==> src/rtl/dma_seq_pkg.sv <==
package dma_seq_pkg;

    typedef enum logic [1:0] {
        UNIT_BYTE  = 2'b00,
        UNIT_WORD  = 2'b01,
        UNIT_LONG  = 2'b10,
        UNIT_BLOCK = 2'b11
    } unit_e;

    typedef enum logic [1:0] {
        AM_FIX = 2'b00,
        AM_INC = 2'b01,
        AM_DEC = 2'b10,
        AM_RSV = 2'b11
    } amode_e;

    typedef enum logic [1:0] {
        ST_IDLE = 2'b00,
        ST_XFER = 2'b01,
        ST_DONE = 2'b10
    } seq_st_e;

    function automatic logic [4:0] unit_bytes(unit_e u);
        unique case (u)
            UNIT_BYTE:  return 5'd1;
            UNIT_WORD:  return 5'd2;
            UNIT_LONG:  return 5'd4;
            UNIT_BLOCK: return 5'd16;
            default:    return 5'd1;
        endcase
    endfunction

endpackage

==> src/rtl/dma_addr_step.sv <==
module dma_addr_step
    import dma_seq_pkg::*;
#(
    parameter int AW = 32
) (
    input  logic          clk,
    input  logic          rst_n,
    input  logic          load,
    input  logic [AW-1:0] init,
    input  logic          adv,
    input  amode_e        mode,
    input  unit_e         size,
    output logic [AW-1:0] addr
);
    localparam int PADW = AW - 5;

    logic [AW-1:0] step;
    assign step = {{PADW{1'b0}}, unit_bytes(size)};

    always_ff @(posedge clk or negedge rst_n) begin
        if (!rst_n) begin
            addr <= '0;
        end else if (load) begin
            addr <= init;
        end else if (adv) begin
            unique case (mode)
                AM_INC:  addr <= addr + step;
                AM_DEC:  addr <= addr - step;
                default: addr <= addr;
            endcase
        end
    end


    fix_hold_chk: assert property (@(posedge clk) disable iff (!rst_n)
        (adv && !load && (mode == AM_FIX || mode == AM_RSV)) |=> $stable(addr));

endmodule

==> src/rtl/dma_count_unit.sv <==
module dma_count_unit #(
    parameter int CW = 24
) (
    input  logic          clk,
    input  logic          rst_n,
    input  logic          load,
    input  logic [CW-1:0] init,
    input  logic          dec,
    output logic [CW:0]   rem,
    output logic          half_hit,
    output logic          last
);
    localparam logic [CW:0] FULL = {1'b1, {CW{1'b0}}};
    localparam logic [CW:0] ONE  = {{CW{1'b0}}, 1'b1};

    logic [CW:0]   ld_val;
    logic [CW-1:0] half_pt;

    assign ld_val = (init == '0) ? FULL : {1'b0, init};

    always_ff @(posedge clk or negedge rst_n) begin
        if (!rst_n) begin
            rem     <= '0;
            half_pt <= '0;
        end else if (load) begin
            rem     <= ld_val;
            half_pt <= ld_val[CW:1];
        end else if (dec) begin
            rem     <= rem - ONE;
        end
    end

    assign last     = (rem == ONE);
    assign half_hit = dec && ((rem - ONE) == {1'b0, half_pt});


    cnt_dec_chk: assert property (@(posedge clk) disable iff (!rst_n)
        (dec && !load) |=> (rem == $past(rem) - ONE));

endmodule

==> src/rtl/dma_seq_fsm.sv <==
module dma_seq_fsm
    import dma_seq_pkg::*;
(
    input  logic    clk,
    input  logic    rst_n,
    input  logic    go,
    input  logic    unit_done,
    input  logic    last,
    input  logic    clr_end,
    output seq_st_e state,
    output logic    load,
    output logic    adv,
    output logic    active,
    output logic    end_flag
);
    seq_st_e nxt;

    always_comb begin
        nxt = state;
        unique case (state)
            ST_IDLE: if (go) nxt = ST_XFER;
            ST_XFER: if (unit_done && last) nxt = ST_DONE;
            ST_DONE: if (clr_end) nxt = ST_IDLE;
            default: nxt = ST_IDLE;
        endcase
    end

    always_ff @(posedge clk or negedge rst_n) begin
        if (!rst_n) state <= ST_IDLE;
        else        state <= nxt;
    end

    always_comb begin
        load     = 1'b0;
        adv      = 1'b0;
        active   = 1'b0;
        end_flag = 1'b0;
        unique case (state)
            ST_IDLE: load = go;
            ST_XFER: begin
                adv    = unit_done;
                active = 1'b1;
            end
            ST_DONE: end_flag = 1'b1;
            default: ;
        endcase
    end


    go_busy_ignored_chk: assert property (@(posedge clk) disable iff (!rst_n)
        (state == ST_XFER && !(unit_done && last)) |=> (state == ST_XFER));


    end_hold_chk: assert property (@(posedge clk) disable iff (!rst_n)
        (state == ST_DONE && !clr_end) |=> (state == ST_DONE));

endmodule

==> src/rtl/dma_chan_seq.sv <==
module dma_chan_seq
    import dma_seq_pkg::*;
#(
    parameter int AW = 32,
    parameter int CW = 24
) (
    input  logic          clk,
    input  logic          rst_n,
    input  logic          go,
    input  logic [AW-1:0] src_init,
    input  logic [AW-1:0] dst_init,
    input  logic [CW-1:0] cnt_init,
    input  logic [1:0]    cfg_size,
    input  logic [1:0]    cfg_src_mode,
    input  logic [1:0]    cfg_dst_mode,
    input  logic          cfg_single,
    input  logic          cfg_mem_dst,
    input  logic          unit_done,
    input  logic          clr_half,
    input  logic          clr_end,
    output logic [AW-1:0] src_addr,
    output logic [AW-1:0] dst_addr,
    output logic [CW-1:0] count_left,
    output logic          active,
    output logic          dev_ack,
    output logic          half_irq,
    output logic          end_irq
);
    seq_st_e     state;
    logic        load, adv, last, half_hit;
    logic [CW:0] rem;
    unit_e       size_q;
    amode_e      smode_q, dmode_q;
    logic        single_q, memdst_q;
    logic        adv_src, adv_dst;

    always_ff @(posedge clk or negedge rst_n) begin
        if (!rst_n) begin
            size_q   <= UNIT_BYTE;
            smode_q  <= AM_FIX;
            dmode_q  <= AM_FIX;
            single_q <= 1'b0;
            memdst_q <= 1'b0;
        end else if (load) begin
            size_q   <= unit_e'(cfg_size);
            smode_q  <= amode_e'(cfg_src_mode);
            dmode_q  <= amode_e'(cfg_dst_mode);
            single_q <= cfg_single;
            memdst_q <= cfg_mem_dst;
        end
    end

    dma_seq_fsm u_fsm (
        .clk      (clk),
        .rst_n    (rst_n),
        .go       (go),
        .unit_done(unit_done),
        .last     (last),
        .clr_end  (clr_end),
        .state    (state),
        .load     (load),
        .adv      (adv),
        .active   (active),
        .end_flag (end_irq)
    );

    dma_count_unit #(.CW(CW)) u_cnt (
        .clk     (clk),
        .rst_n   (rst_n),
        .load    (load),
        .init    (cnt_init),
        .dec     (adv),
        .rem     (rem),
        .half_hit(half_hit),
        .last    (last)
    );

    assign adv_src = adv && (!single_q || !memdst_q);
    assign adv_dst = adv && (!single_q ||  memdst_q);

    dma_addr_step #(.AW(AW)) u_src (
        .clk  (clk),
        .rst_n(rst_n),
        .load (load),
        .init (src_init),
        .adv  (adv_src),
        .mode (smode_q),
        .size (size_q),
        .addr (src_addr)
    );

    dma_addr_step #(.AW(AW)) u_dst (
        .clk  (clk),
        .rst_n(rst_n),
        .load (load),
        .init (dst_init),
        .adv  (adv_dst),
        .mode (dmode_q),
        .size (size_q),
        .addr (dst_addr)
    );

    always_ff @(posedge clk or negedge rst_n) begin
        if (!rst_n)        half_irq <= 1'b0;
        else if (load)     half_irq <= 1'b0;
        else if (half_hit) half_irq <= 1'b1;
        else if (clr_half) half_irq <= 1'b0;
    end

    assign count_left = rem[CW-1:0];
    assign dev_ack    = active && single_q;


    ack_mode_chk: assert property (@(posedge clk) disable iff (!rst_n)
        dev_ack |-> (state == ST_XFER && single_q));


    end_quiet_chk: assert property (@(posedge clk) disable iff (!rst_n)
        end_irq |-> (!active && rem == '0));

endmodule

==> config.mk <==
export PLATFORM = sky130hd
export DESIGN_NAME = dma_chan_seq
export DESIGN_NICKNAME = d
export VERILOG_FILES = /design/src/rtl/dma_seq_pkg.sv /design/src/rtl/dma_addr_step.sv /design/src/rtl/dma_count_unit.sv /design/src/rtl/dma_seq_fsm.sv /design/src/rtl/dma_chan_seq.sv
export SDC_FILE = /design/constraint.sdc
export NUM_CORES = 1
export LEC_CHECK = 0
export ABC_AREA = 0
export CAP_MARGIN = 20
export CELL_PAD_IN_SITES_DETAIL_PLACEMENT = 1
export CELL_PAD_IN_SITES_GLOBAL_PLACEMENT = 2
export CORE_MARGIN = 8
export CORE_UTILIZATION = 33
export DETAILED_ROUTE_END_ITERATION = 10
export MAX_ROUTING_LAYER = met4
export PLACE_DENSITY = 0.9
export SLEW_MARGIN = 20
export SYNTH_ARGS = -nofsm -noshare
export SYNTH_HDL_FRONTEND = slang
export SYNTH_SLANG_ARGS = --single-unit
==> constraint.sdc <==
create_clock -name clk -period 5.7 [get_ports clk]
set_input_delay 0.855 -clock clk [delete_from_list [all_inputs] [get_ports clk]]
set_output_delay 0.855 -clock clk [all_outputs]
set_load 0.02 [all_outputs]
-- After elaboration in Yosys (flattened, before gate mapping)
Cells that the tools add are included.
- register bits after elaboration: 124
- input port bits: 102
- output and inout bits: 92
- word-level logic and storage cells: 72
- $add $sub $neg: 5
- eq/ne operators: 14
- muxes and demuxes: 21
- reductions and logical operators: 21
- operators by type and width (kind ; number):
    two-way mux 32 bit ; 4
    one-hot mux 32 bit (2 select lines) ; 2
    two-way mux 25 bit ; 3
    adder 32 x 5 -> 32 bit ; 2
    subtractor 32 x 5 -> 32 bit ; 2
    equality test 25 x 1 -> 1 bit, second input constant ; 1
    equality test 25 x 24 -> 1 bit ; 1
    subtractor 25 x 1 -> 25 bit, second input constant ; 1
    logical NOT 24 bit ; 1
    one-hot mux 5 bit (4 select lines) ; 1
    equality test 2 bit, second input constant ; 5
    nonzero test 3 bit ; 3
    equality test 2 x 1 -> 1 bit, second input constant ; 4
    two-way mux 1 bit ; 7
    two-way mux 2 bit ; 3
    one-hot mux 2 bit (3 select lines) ; 1
    nonzero test 2 bit ; 3
    logical AND 1 bit ; 5
    logical NOT 2 bit ; 2
    != test 2 bit, second input constant ; 2
    AND reduction 2 bit ; 2
    AND reduction 3 bit ; 1
    logical NOT 1 bit ; 2
    logical OR 1 bit ; 2
    != test 2 x 1 -> 1 bit, second input constant ; 1

-- Depth between registers and ports, before layout
Gate-level depths: netlist of run 1.
- depth in word-level cells: 6
- depth in mapped cells: 14
- mapped depth without buffers: 14

-- Modules after synthesis
A second synthesis of run 1 with hierarchy kept.
- cells, all modules: 1174
- area total of the unflattened synthesis: 9664.3 µm²
- by module, submodules not included (module ; times used ; cells an instance ; area each (µm²) ; sequential area each (µm²)):
    dma_count_unit ; 1 ; 361 ; 3084.2 ; 1226.2
    dma_addr_step (u_dst) ; 1 ; 394 ; 3080.5 ; 800.8
    dma_addr_step (u_src) ; 1 ; 383 ; 3004.1 ; 800.8
    dma_chan_seq ; 1 ; 26 ; 390.4 ; 225.2
    dma_seq_fsm ; 1 ; 10 ; 105.1 ; 50.0

-- Worst setup path after synthesis of run 1
No wires, ideal clock.
- path type: register -> register
- start point: register dmode_q[0]
- end point: register u_dst.addr[31]
- library setup time: 0.124 ns
- data arrival time: 3.265 ns
- required time: 5.576 ns
- setup slack: 2.311 ns
- cell stages (with the launch flop): 13
- buffers on the path: 0
- clock period less this slack: 3.389 ns
- cell sequence: dfrtp_1 > nand2b_1 > inv_1 > ha_1 > a21oi_2 > nand2_1 > a221o_1 > o211ai_2 > a21o_1 > a21oi_1 > or3_1 > and4_1 > o31a_1
- word-level cells in the longest chain between the ends: 4
- elaborated cells between the ends (all ways): 7
- those cells by class: eq/ne (2); mux (3); reduce/logical (2)
- RTL lines (what ; line ; RTL):
    from (decl) ; dma_chan_seq.sv:33 ; amode_e smode_q, dmode_q;
    from (signal assigned) ; dma_chan_seq.sv:47 ; dmode_q <= amode_e'(cfg_dst_mode);
    equality test 2 bit or equality test 2 x 1 -> 1 bit (tied branches) ; dma_addr_step.sv:26 ; unique case (mode)
    one-hot mux 32 bit (2 select lines) ; dma_addr_step.sv:26 ;
    two-way mux 32 bit ; dma_addr_step.sv:25 ; end else if (adv) begin
    two-way mux 32 bit ; dma_addr_step.sv:23 ; end else if (load) begin
    to (signal assigned) ; dma_addr_step.sv:24 ; addr <= init;
    to (signal assigned) ; dma_addr_step.sv:27 ; AM_INC: addr <= addr + step;
    to (signal assigned) ; dma_addr_step.sv:28 ; AM_DEC: addr <= addr - step;
    to (decl) ; dma_addr_step.sv:13 ; output logic [AW-1:0] addr
Parallel ways exist; a longest one is shown, timed or not. The select of a mux whose other input is x is not followed.
A chain may end at the register's enable or synchronous reset.

-- Worst setup path in the final report of run 1
- start point: register smode_q[0]
- end point: register u_src.addr[30]
- word-level cells in the longest chain between the ends: 4
- elaborated cells between the ends (all ways): 7
- those cells by class: eq/ne (2); mux (3); reduce/logical (2)
- RTL lines (what ; line ; RTL):
    from (decl) ; dma_chan_seq.sv:33 ;
    from (signal assigned) ; dma_chan_seq.sv:46 ; smode_q <= amode_e'(cfg_src_mode);
    equality test 2 bit or equality test 2 x 1 -> 1 bit (tied branches) ; dma_addr_step.sv:26 ;
    one-hot mux 32 bit (2 select lines) ; dma_addr_step.sv:26 ;
    two-way mux 32 bit ; dma_addr_step.sv:25 ;
    two-way mux 32 bit ; dma_addr_step.sv:23 ;
    to (signal assigned) ; dma_addr_step.sv:24 ;
    to (signal assigned) ; dma_addr_step.sv:27 ;
    to (signal assigned) ; dma_addr_step.sv:28 ;
    to (decl) ; dma_addr_step.sv:13 ;
Parallel ways exist; a longest one is shown, timed or not. The select of a mux whose other input is x is not followed.

==> results of run 1 <==
layer usage:
metal	GRT usage	vias up
li1	-	4528
met1	0.257	4567
met2	0.312	199
met3	0.0285	33
met4	0.0473	0
met5	-	-
state kept, by name, summed over array words and instances (netlist names):
signal and cells:
u_cnt.half_pt 24, half_irq 1, u_fsm.state 2, u_src.addr 32, memdst_q 1, dmode_q 2
u_dst.addr 32, smode_q 2, single_q 1, u_cnt.rem 25, size_q 2
worst max-delay path, stage by stage, from the launching register on:
cell and delay, ps:
dfrtp_1 400, nand2b_1 220, inv_1 800, ha_1 480, a21oi_1 230, o21ai_0 180
a32o_1 260, a21o_1 160, o31ai_1 440, o21ai_0 250, a221o_1 350, nand3_1 100
o211ai_1 90
final timing paths:
kind                                               startpoint                             to  slack (ps)  depth (start not counted)
worst max-delay path                   smode_q[0]$_DFFE_PN0P_     u_src.addr[30]$_DFFE_PN0P_        1600                         12
worst min-delay path                                    rst_n     u_src.addr[12]$_DFFE_PN0P_         500                          1
worst max register to register         smode_q[0]$_DFFE_PN0P_     u_src.addr[30]$_DFFE_PN0P_        1600                         12
worst min register to register  u_cnt.half_pt[11]$_DFFE_PN0P_  u_cnt.half_pt[11]$_DFFE_PN0P_         500                          2
max in group asynchronous                               rst_n          size_q[1]$_DFFE_PN0P_        4110                          2
min in group clk                u_cnt.half_pt[11]$_DFFE_PN0P_  u_cnt.half_pt[11]$_DFFE_PN0P_         500                          2
cell usage in the layout, fill, tap and decap left out, types with 30 or more instances in the layout:
master,instances
a21o_1,37
a21oi_1,103
and3_1,30
clkdlybuf4s50_1,192
dfrtp_1,124
ha_1,64
nand2_1,223
nand3_1,30
nor2_1,72
o21ai_0,78
xnor2_1,56
xor2_1,42
area by class of cell:
cell class                 count  area, sq um  area share
tap                          384          480      0.0390
clock buffer                  17          425      0.0345
multi-input combinational    972         6050       0.491
sequential                   124         3100       0.252
inverter                      26         97.6     0.00792
clock inverter                15          174      0.0141
timing repair buffer         201         1990       0.162
antenna                        1         2.50    0.000203
cells by family (layout without fill, tap and decap cells):
logic type,count (synthesis),count (layout),synth area share
other,0,1,0
adders and majority gates,66,66,0.0874
buffers and inverters,102,259,0.0506
AOI/OAI and AO/OA,340,340,0.219
and+or+nand+nor,466,466,0.230
xor gates and xnor gates,98,98,0.0892
muxes,2,2,0.00208
DFF,124,124,0.322
report_power, final:
group | leakage (nW) | total [mW] | internal, mW | switching, mW
Combinational | 3.68 | 4.90 | 2.14 | 2.76
Sequential | 1.48 | 1.74 | 1.26 | 0.489
Clock | 0.289 | 1.15 | 0.663 | 0.492
==> results.yml, run 1 <==
sta:
  finalSetupTns_ps: 0
  tightest_slew_ps: 1060
  slew_headroom: 0.295
  hold_viol_final: 0
  slew_viol_final: 0
  clock_skew_ps: 11.9
  period_minus_slack_ps: 4100
  fin_hold_ws_ps: 500
  finalSetupViolations: 0
  rsz0062_at_grt: "false"
  period_share: 0.719
  setup_ws_ps: 1600
  fmax_mhz: 244
cts:
  cts_resized: 0
  clock-sinks: 124
  cts-root-buf: "clkbuf_16"
  htree_levels: 4
  cts_max_path_buffers: 2
  cts_tree: "built"
  insertion_delay_ps: 420
  path_clk_slew_ps: 70
  cts_buffers: 17
  cts_hold_buf: 0
  cts_setup_buffers: 0
synthesis:
  synth_edf_count: 0
  avgSynthCellArea_sq_um: 8.03
  yosysSeqAreaShare: 0.322
  ys_ff_latch: 124
  synth_area_leaders: "dfrtp_1 (32%), nand2_1 (8.7%), ha_1 (8.3%)"
  yosysWarningCount: 0
  async_flop_share: 1.00
  synth_cells: 1198
  yosys-top-cells-count: "nand2_1 (224), dfrtp_1 (124), a21oi_1 (103)"
  synth_cell_types: 76
  synth.net_count: 1366
  synth_area_sq_um: 9630
  synth_top_area_share: 0.322
  yosysTopAreaCell: "dfrtp_1"
  dominantRegCellSynth: "dfrtp_1"
  yosysMostFrequentCell: "nand2_1"
route:
  initialDrtViolationCount: 424
  wl_met3_um: 1170
  wl_met2_um: 15800
  top_layer_used: "met4"
  viasPerCell: 5.36
  final_antenna_net_count: 0
  wl_per_cell_um: 19.3
  drc: 0
  drtPass1Iterations: 4
  drt_wl_total_um: 33600
  vias: 9327
  wl_met1_um: 16200
global_routing:
  antenna_found_initial: 1
  grt_pass1_vias: 9907
  track_usage: 0.195
  grt.overflow.total: 0
  grt_pass1_wl_um: 55000
  grt_max_degree: 88
pwr:
  max-vdd-ir-drop_uv: 182
  total_power_mw: 7.80
  power_density_nw_per_um2: 632
  leakagePower_nw: 5.45
die:
  core_sq_um: 28700
  start_util: 0.335
  ios: 194
  die_width_um: 187
  die_h_um: 187
  die_area_sq_um: 34900
  num_rows: 62
setup_path:
  critPathCaptureType: "register"
  path_class: "register to register"
  worstPathRequired_ps: 5980
  cp_max_fo: 28
  setup.worst_path.start_class: "register"
  arrival_ps: 4380
placement:
  place_ws_ps: 1640
  placed_cell_area_sq_um: 11700
  place_inst: 1707
  io_buffers: 193
  hpwl_um: 25300
  place_congestion: 0.887
cells_and_area:
  fill_cells: 3441
  stdcell_area_sq_um: 12300
  final_util: 0.429
  layout.nets: 1510
  syn2layout_area_growth_pct: 28.1
  layout-drive-gt1-share: 0.0502
  layout.cells.non_filler: 1740
status:
  outcome: "finished, final reports clean"
flow_run:
  cap_violations: 0
worst_hold_path:
  hold_path_class: "input port to asynchronous set/reset pin"
(Power assumes the default switching activity.)
==> inputs of run 2 (changes only) <==
--- a/config.mk
+++ b/config.mk
@@ -10,10 +10,10 @@
 export CELL_PAD_IN_SITES_DETAIL_PLACEMENT = 1
 export CELL_PAD_IN_SITES_GLOBAL_PLACEMENT = 2
 export CORE_MARGIN = 8
-export CORE_UTILIZATION = 33
+export CORE_UTILIZATION = 31
 export DETAILED_ROUTE_END_ITERATION = 10
 export MAX_ROUTING_LAYER = met4
-export PLACE_DENSITY = 0.9
+export PLACE_DENSITY = 0.85
 export SLEW_MARGIN = 20
 export SYNTH_ARGS = -nofsm -noshare
 export SYNTH_HDL_FRONTEND = slang
==> constraint.sdc (replaced) <==
create_clock -name clk -period 4.2 [get_ports clk]
set_input_delay 0.63 -clock clk [delete_from_list [all_inputs] [get_ports clk]]
set_output_delay 0.63 -clock clk [all_outputs]
set_load 0.02 [all_outputs]
==> run 2 against run 1 <==
Via count decreased by 1.3%. Largest cell class unchanged. Critical path type unchanged. Final area increased by 0.82%. Global-route usage decreased by 0.40 points. Routed wire length increased by 1.7%. Critical endpoint is now u_dst.addr[30]$_DFFE_PN0P_. Largest power group unchanged.
==> results.yml, run 2 (synthesis results as in run 1) <==
cells_and_area:
  layout-drive-gt1-share: 0.0551
  fill_cells: 3636
  final_common_cell: "nand2_1"
  syn2layout_area_growth_pct: 29.1
  layout.cells.non_filler: 1758
  mostFrequentLayoutCells: "nand2_1 (223), clkdlybuf4s50_1 (192), dfrtp_1 (124)"
  reg_top3: "u_dst.addr x32, u_src.addr x32, u_cnt.rem x25"
  antennaDiodeCount: 0
  layout.nets: 1517
  regArea_sq_um: 3100
  multi_input_area_sq_um: 6050
sta:
  clock_skew_ps: 14.2
  finalSetupViolations: 0
  tightest_slew_ps: 803
  hold_viol_final: 0
  slew_headroom: 0.463
  period_share: 0.873
  slew_viol_final: 0
  period_minus_slack_ps: 3670
  fmax_mhz: 273
  finalSetupTns_ps: 0
  rsz0062_at_grt: "false"
global_routing:
  grt_pass1_vias: 9884
  grt_pass1_wl_um: 55200
  grt.overflow.total: 0
  grt_max_degree: 73
  track_usage: 0.191
  antenna_found_initial: 0
setup_path:
  arrival_ps: 3930
  path_class: "register to register"
  worstPathRequired_ps: 4460
  slowest_stage: "a311oi_1"
  path_cells: "nand2b_1 -> inv_1 -> buf_4 -> ha_1 -> o21ai_0 -> nand2_1 -> a21oi_1 -> a311oi_1 -> o2111ai_1 -> a211oi_1 -> o21ai_0 -> nand3_1 -> o21ai_0"
  cp_max_fo: 17
  critPathCaptureType: "register"
  cp_slowest_stage_delay_ps: 590
  path_common_cell: "o21ai_0"
  setup.worst_path.start_class: "register"
pwr:
  power_density_nw_per_um2: 864
  leakagePower_nw: 5.50
  max-vdd-ir-drop_uv: 274
  total_power_mw: 10.7
flow_run:
  cap_violations: 0
die:
  start_util: 0.315
  die_area_sq_um: 36900
  die_h_um: 192
  ios: 194
  die_width_um: 192
  num_rows: 64
  core_sq_um: 30600
route:
  final_antenna_net_count: 0
  wl_met1_um: 16800
  wl_per_cell_um: 19.5
  vias: 9205
  drtPass1Iterations: 4
  initialDrtViolationCount: 432
  wl_met3_um: 1670
  drt_wl_total_um: 34200
  top_layer_used: "met4"
  wl_met2_um: 15400
  drc: 0
  viasPerCell: 5.24
cts:
  cts_resized: 0
  clock-sinks: 124
  cts_tree: "built"
  cts_max_path_buffers: 2
  path_clk_slew_ps: 70
  insertion_delay_ps: 420
  cts-root-buf: "clkbuf_16"
  cts_buffers: 17
  htree_levels: 4
  cts_hold_buf: 0
  cts_setup_buffers: 0
placement:
  place_congestion: 0.883
  io_buffers: 193
  place_inst: 1726
  hpwl_um: 26300
worst_hold_path:
  hold_path_class: "input port to asynchronous set/reset pin"
status:
  outcome: "finished, final reports clean"
[run 2: path summary, 6_finish.rpt]
| check | from | endpoint | slack, ps | cells past startpoint |
|---|---|---|---|---|
| worst max register to register | dmode_q[0]$_DFFE_PN0P_ | u_dst.addr[30]$_DFFE_PN0P_ | 530 | 13 |
| max in group asynchronous | rst_n | u_dst.addr[5]$_DFFE_PN0P_ | 3060 | 2 |
| worst min-delay path | rst_n | u_src.addr[12]$_DFFE_PN0P_ | 210 | 1 |
| worst max-delay path | dmode_q[0]$_DFFE_PN0P_ | u_dst.addr[30]$_DFFE_PN0P_ | 530 | 13 |
| min in group clk | u_cnt.half_pt[15]$_DFFE_PN0P_ | u_cnt.half_pt[15]$_DFFE_PN0P_ | 500 | 2 |
| worst min register to register | u_cnt.half_pt[15]$_DFFE_PN0P_ | u_cnt.half_pt[15]$_DFFE_PN0P_ | 500 | 2 |
[run 2: per-stage QoR]
| stage | hold slack [ps] | worst slack [ps] | cell area, sq um | util |
|---|---|---|---|---|
| after floorplan | 334 | 811 | 9630 | - |
| after global placement | 477 | 651 | 11800 | 0.386 |
| after detailed placement | 485 | 567 | 11800 | 0.386 |
| after CTS | 258 | 548 | 12400 | 0.406 |
| after global routing | 269 | 244 | 12400 | 0.406 |
| final | 210 | 532 | 12400 | 0.406 |
[run 2: area by class of cell]
type	count	share of cell area
Clock inverter	15	0.0169
Tap cell	396	0.0399
Inverter	26	0.00785
Multi-Input combinational cell	972	0.487
Clock buffer	17	0.0342
Timing Repair Buffer	208	0.165
Sequential cell	124	0.250
[run 2: where the power goes]
group          internal, mW  switching, mW  total, mW
Combinational          2.92           3.79       6.71
Clock                  1.01          0.645       1.65
Sequential             1.70          0.673       2.38
Total                  5.63           5.11       10.7
[run 2: metal layers]
| metal | vias to the layer above | GRT usage |
|---|---|---|
| li1 | 4543 | - |
| met1 | 4469 | 0.263 |
| met2 | 177 | 0.291 |
| met3 | 16 | 0.0356 |
| met4 | 0 | 0.0361 |
| met5 | - | - |
[run 2: critical path: cells and delay by family, from the launching register on]
| kind | cells | cell delay (ps) |
|---|---|---|
| AOI/OAI and AO/OA | 7 | 1680 |
| adders and majority gates | 1 | 270 |
| buffers and inverters | 2 | 770 |
| DFF | 1 | 400 |
| and+or+nand+nor | 3 | 400 |
==> inputs of run 3 (changes only) <==
--- a/config.mk
+++ b/config.mk
@@ -10,8 +10,9 @@
 export CELL_PAD_IN_SITES_DETAIL_PLACEMENT = 1
 export CELL_PAD_IN_SITES_GLOBAL_PLACEMENT = 2
 export CORE_MARGIN = 8
-export CORE_UTILIZATION = 31
+export CORE_UTILIZATION = 38
 export DETAILED_ROUTE_END_ITERATION = 10
+export DONT_BUFFER_PORTS = 1
 export MAX_ROUTING_LAYER = met4
 export PLACE_DENSITY = 0.85
 export SLEW_MARGIN = 20
==> run 3 against run 2 <==
Sequential cell count unchanged. Worst hold slack worse by 26 ps. Final area fell by 17%. Count of clock-buffer cells in the layout stayed put. Sequential power rose by 24%. Core utilization grew 0.80 points. Worst setup slack improved by 21 ps. Sequential share of layout area is 5.0 points higher. Clock skew decreased by 0.51 ps. First-iteration DRC count decreased by 13%. Highest routed layer unchanged. Global-route usage up 1.8 points. Routed wire length is 8.8% lower.
==> results.yml, run 3 (synthesis results as in run 1) <==
cells_and_area:
  regArea_sq_um: 3100
  fill_cells: 3045
  stdcell_area_sq_um: 10400
  syn2layout_area_growth_pct: 7.75
  final_common_cell: "nand2_1"
  mostFrequentLayoutCells: "nand2_1 (223), dfrtp_1 (124), a21oi_1 (103)"
  layout-drive-gt1-share: 0.0609
  layout.nets: 1321
  reg_top3: "u_dst.addr x32, u_src.addr x32, u_cnt.rem x25"
  multi_input_area_sq_um: 6050
cts:
  insertion_delay_ps: 420
  htree_levels: 4
  cts_setup_buffers: 0
  cts-root-buf: "clkbuf_16"
  cts_max_path_buffers: 2
  cts_resized: 0
  clock-sinks: 124
  cts_tree: "built"
  path_clk_slew_ps: 70
  cts_buffers: 17
setup_path:
  reg2reg_to: "u_dst.addr[30]$_DFFE_PN0P_"
  path_class: "register to register"
  critPathCaptureType: "register"
  worstPathRequired_ps: 4490
  cp_max_fo: 5
  arrival_ps: 3940
  worst-r2r-setup-slack_ps: 550
  rr_startpoint: "dmode_q[0]$_DFFE_PN0P_"
  setup.worst_path.start_class: "register"
  r2r_cells: 14
global_routing:
  grt_pass1_wl_um: 50500
  grt.overflow.total: 0
  grt_max_degree: 125
  antenna_found_initial: 2
  grt_pass1_vias: 9220
  use_met3: 0.0481
  grt_use_met1: 0.260
  met2_usage: 0.336
  top_usage_layer: "met2"
  track_usage: 0.209
worst_hold_path:
  hold_path_class: "input port to asynchronous set/reset pin"
route:
  viasPerCell: 5.75
  drt_wl_total_um: 31200
  vias: 8611
  final_antenna_net_count: 0
  drc: 0
  wl_per_cell_um: 20.8
  drtPass1Iterations: 5
  initialDrtViolationCount: 374
sta:
  tightest_slew_ps: 887
  period_share: 0.868
  finalSetupTns_ps: 0
  fmax_mhz: 274
  rsz0062_at_grt: "false"
  clock_skew_ps: 13.6
  hold_viol_final: 0
  slew_headroom: 0.403
  slew_viol_final: 0
  finalSetupViolations: 0
  period_minus_slack_ps: 3650
die:
  ios: 194
  die_h_um: 175
  start_util: 0.384
  core_sq_um: 25000
  die_width_um: 175
  num_rows: 58
  die_area_sq_um: 30700
placement:
  io_buffers: 0
  hpwl_um: 23500
  place_congestion: 0.848
  placed_cell_area_sq_um: 9750
pwr:
  leakagePower_nw: 4.72
  max-vdd-ir-drop_uv: 258
  power_density_nw_per_um2: 930
  total_power_mw: 9.64
status:
  outcome: "finished, final reports clean"
flow_run:
  cap_violations: 0
run 3: changes by cell type in the layout (fill, tap and decap cells not counted), sizes merged:
cell and delta:
diode +2, bufinv -2, clkinvlp +1, clkinv +5, buf -4, clkdlybuf4s50 -192, inv -4
run 3: layout make-up:
class / count / share of cell area
sequential: 124 / 0.299
tap: 330 / 0.0398
clock inverter: 15 / 0.0160
multi-input combinational: 972 / 0.583
clock buffer: 17 / 0.0410
inverter: 26 / 0.00941
timing repair buffer: 12 / 0.0106
antenna: 2 / 0.000483
run 3: where the power goes:
group	leakage, nW	internal [mW]	switching [mW]	total (mW)
clock	0.280	0.882	0.625	1.51
sequential	1.48	1.69	1.25	2.94
combinational	2.95	2.18	3.02	5.19
total	4.72	4.75	4.89	9.64
run 3: repair_timing:
item,in CTS,in global routing
endpoints found under the hold margin,124,0
hold buffers,1,0
endpoints found under the setup margin,0,0
run 3: how the worst max path moves through the flow:
stage,from,end,cells after the start
floorplan,dmode_q[0]$_DFFE_PN0P_,u_dst.addr[31]$_DFFE_PN0P_,12
global placement,dmode_q[0]$_DFFE_PN0P_,u_dst.addr[31]$_DFFE_PN0P_,12
detailed placement,dmode_q[0]$_DFFE_PN0P_,u_dst.addr[31]$_DFFE_PN0P_,12
CTS,dmode_q[0]$_DFFE_PN0P_,u_dst.addr[30]$_DFFE_PN0P_,14
global route,dmode_q[0]$_DFFE_PN0P_,u_dst.addr[30]$_DFFE_PN0P_,13
finish,dmode_q[0]$_DFFE_PN0P_,u_dst.addr[30]$_DFFE_PN0P_,14
run 3: per-layer routing:
layer	part of all wire	routed length [um]
met2	0.47	14700
met1	0.45	14100
met4	0.020	621
met3	0.059	1830
met5	0	0
run 3: critical path, stage by stage (launching register included):
cell and delay (ps):
dfrtp_1 390, nand2b_1 200, nor2_1 100, or2_2 120
inv_1 50, fa_1 420, nand2b_1 160, a21boi_0 250
o21ai_1 150, a311oi_1 670, o2111ai_1 260, a211oi_1 340
o21ai_0 190, nand3_1 130, o21ai_0 80
run 3: per-stage QoR:
stage | utilization | instances | setup slack [ps] | hold WS [ps]
2_1_floorplan | - | 1198 | 811 | 334
3_3_place_gp | 0.389 | 1463 | 679 | 340
3_5_place_dp | 0.389 | 1463 | 595 | 339
4_1_cts | 0.414 | 1496 | 545 | 203
5_1_grt | 0.414 | 1498 | 294 | 225
6_report | 0.414 | 1498 | 553 | 184
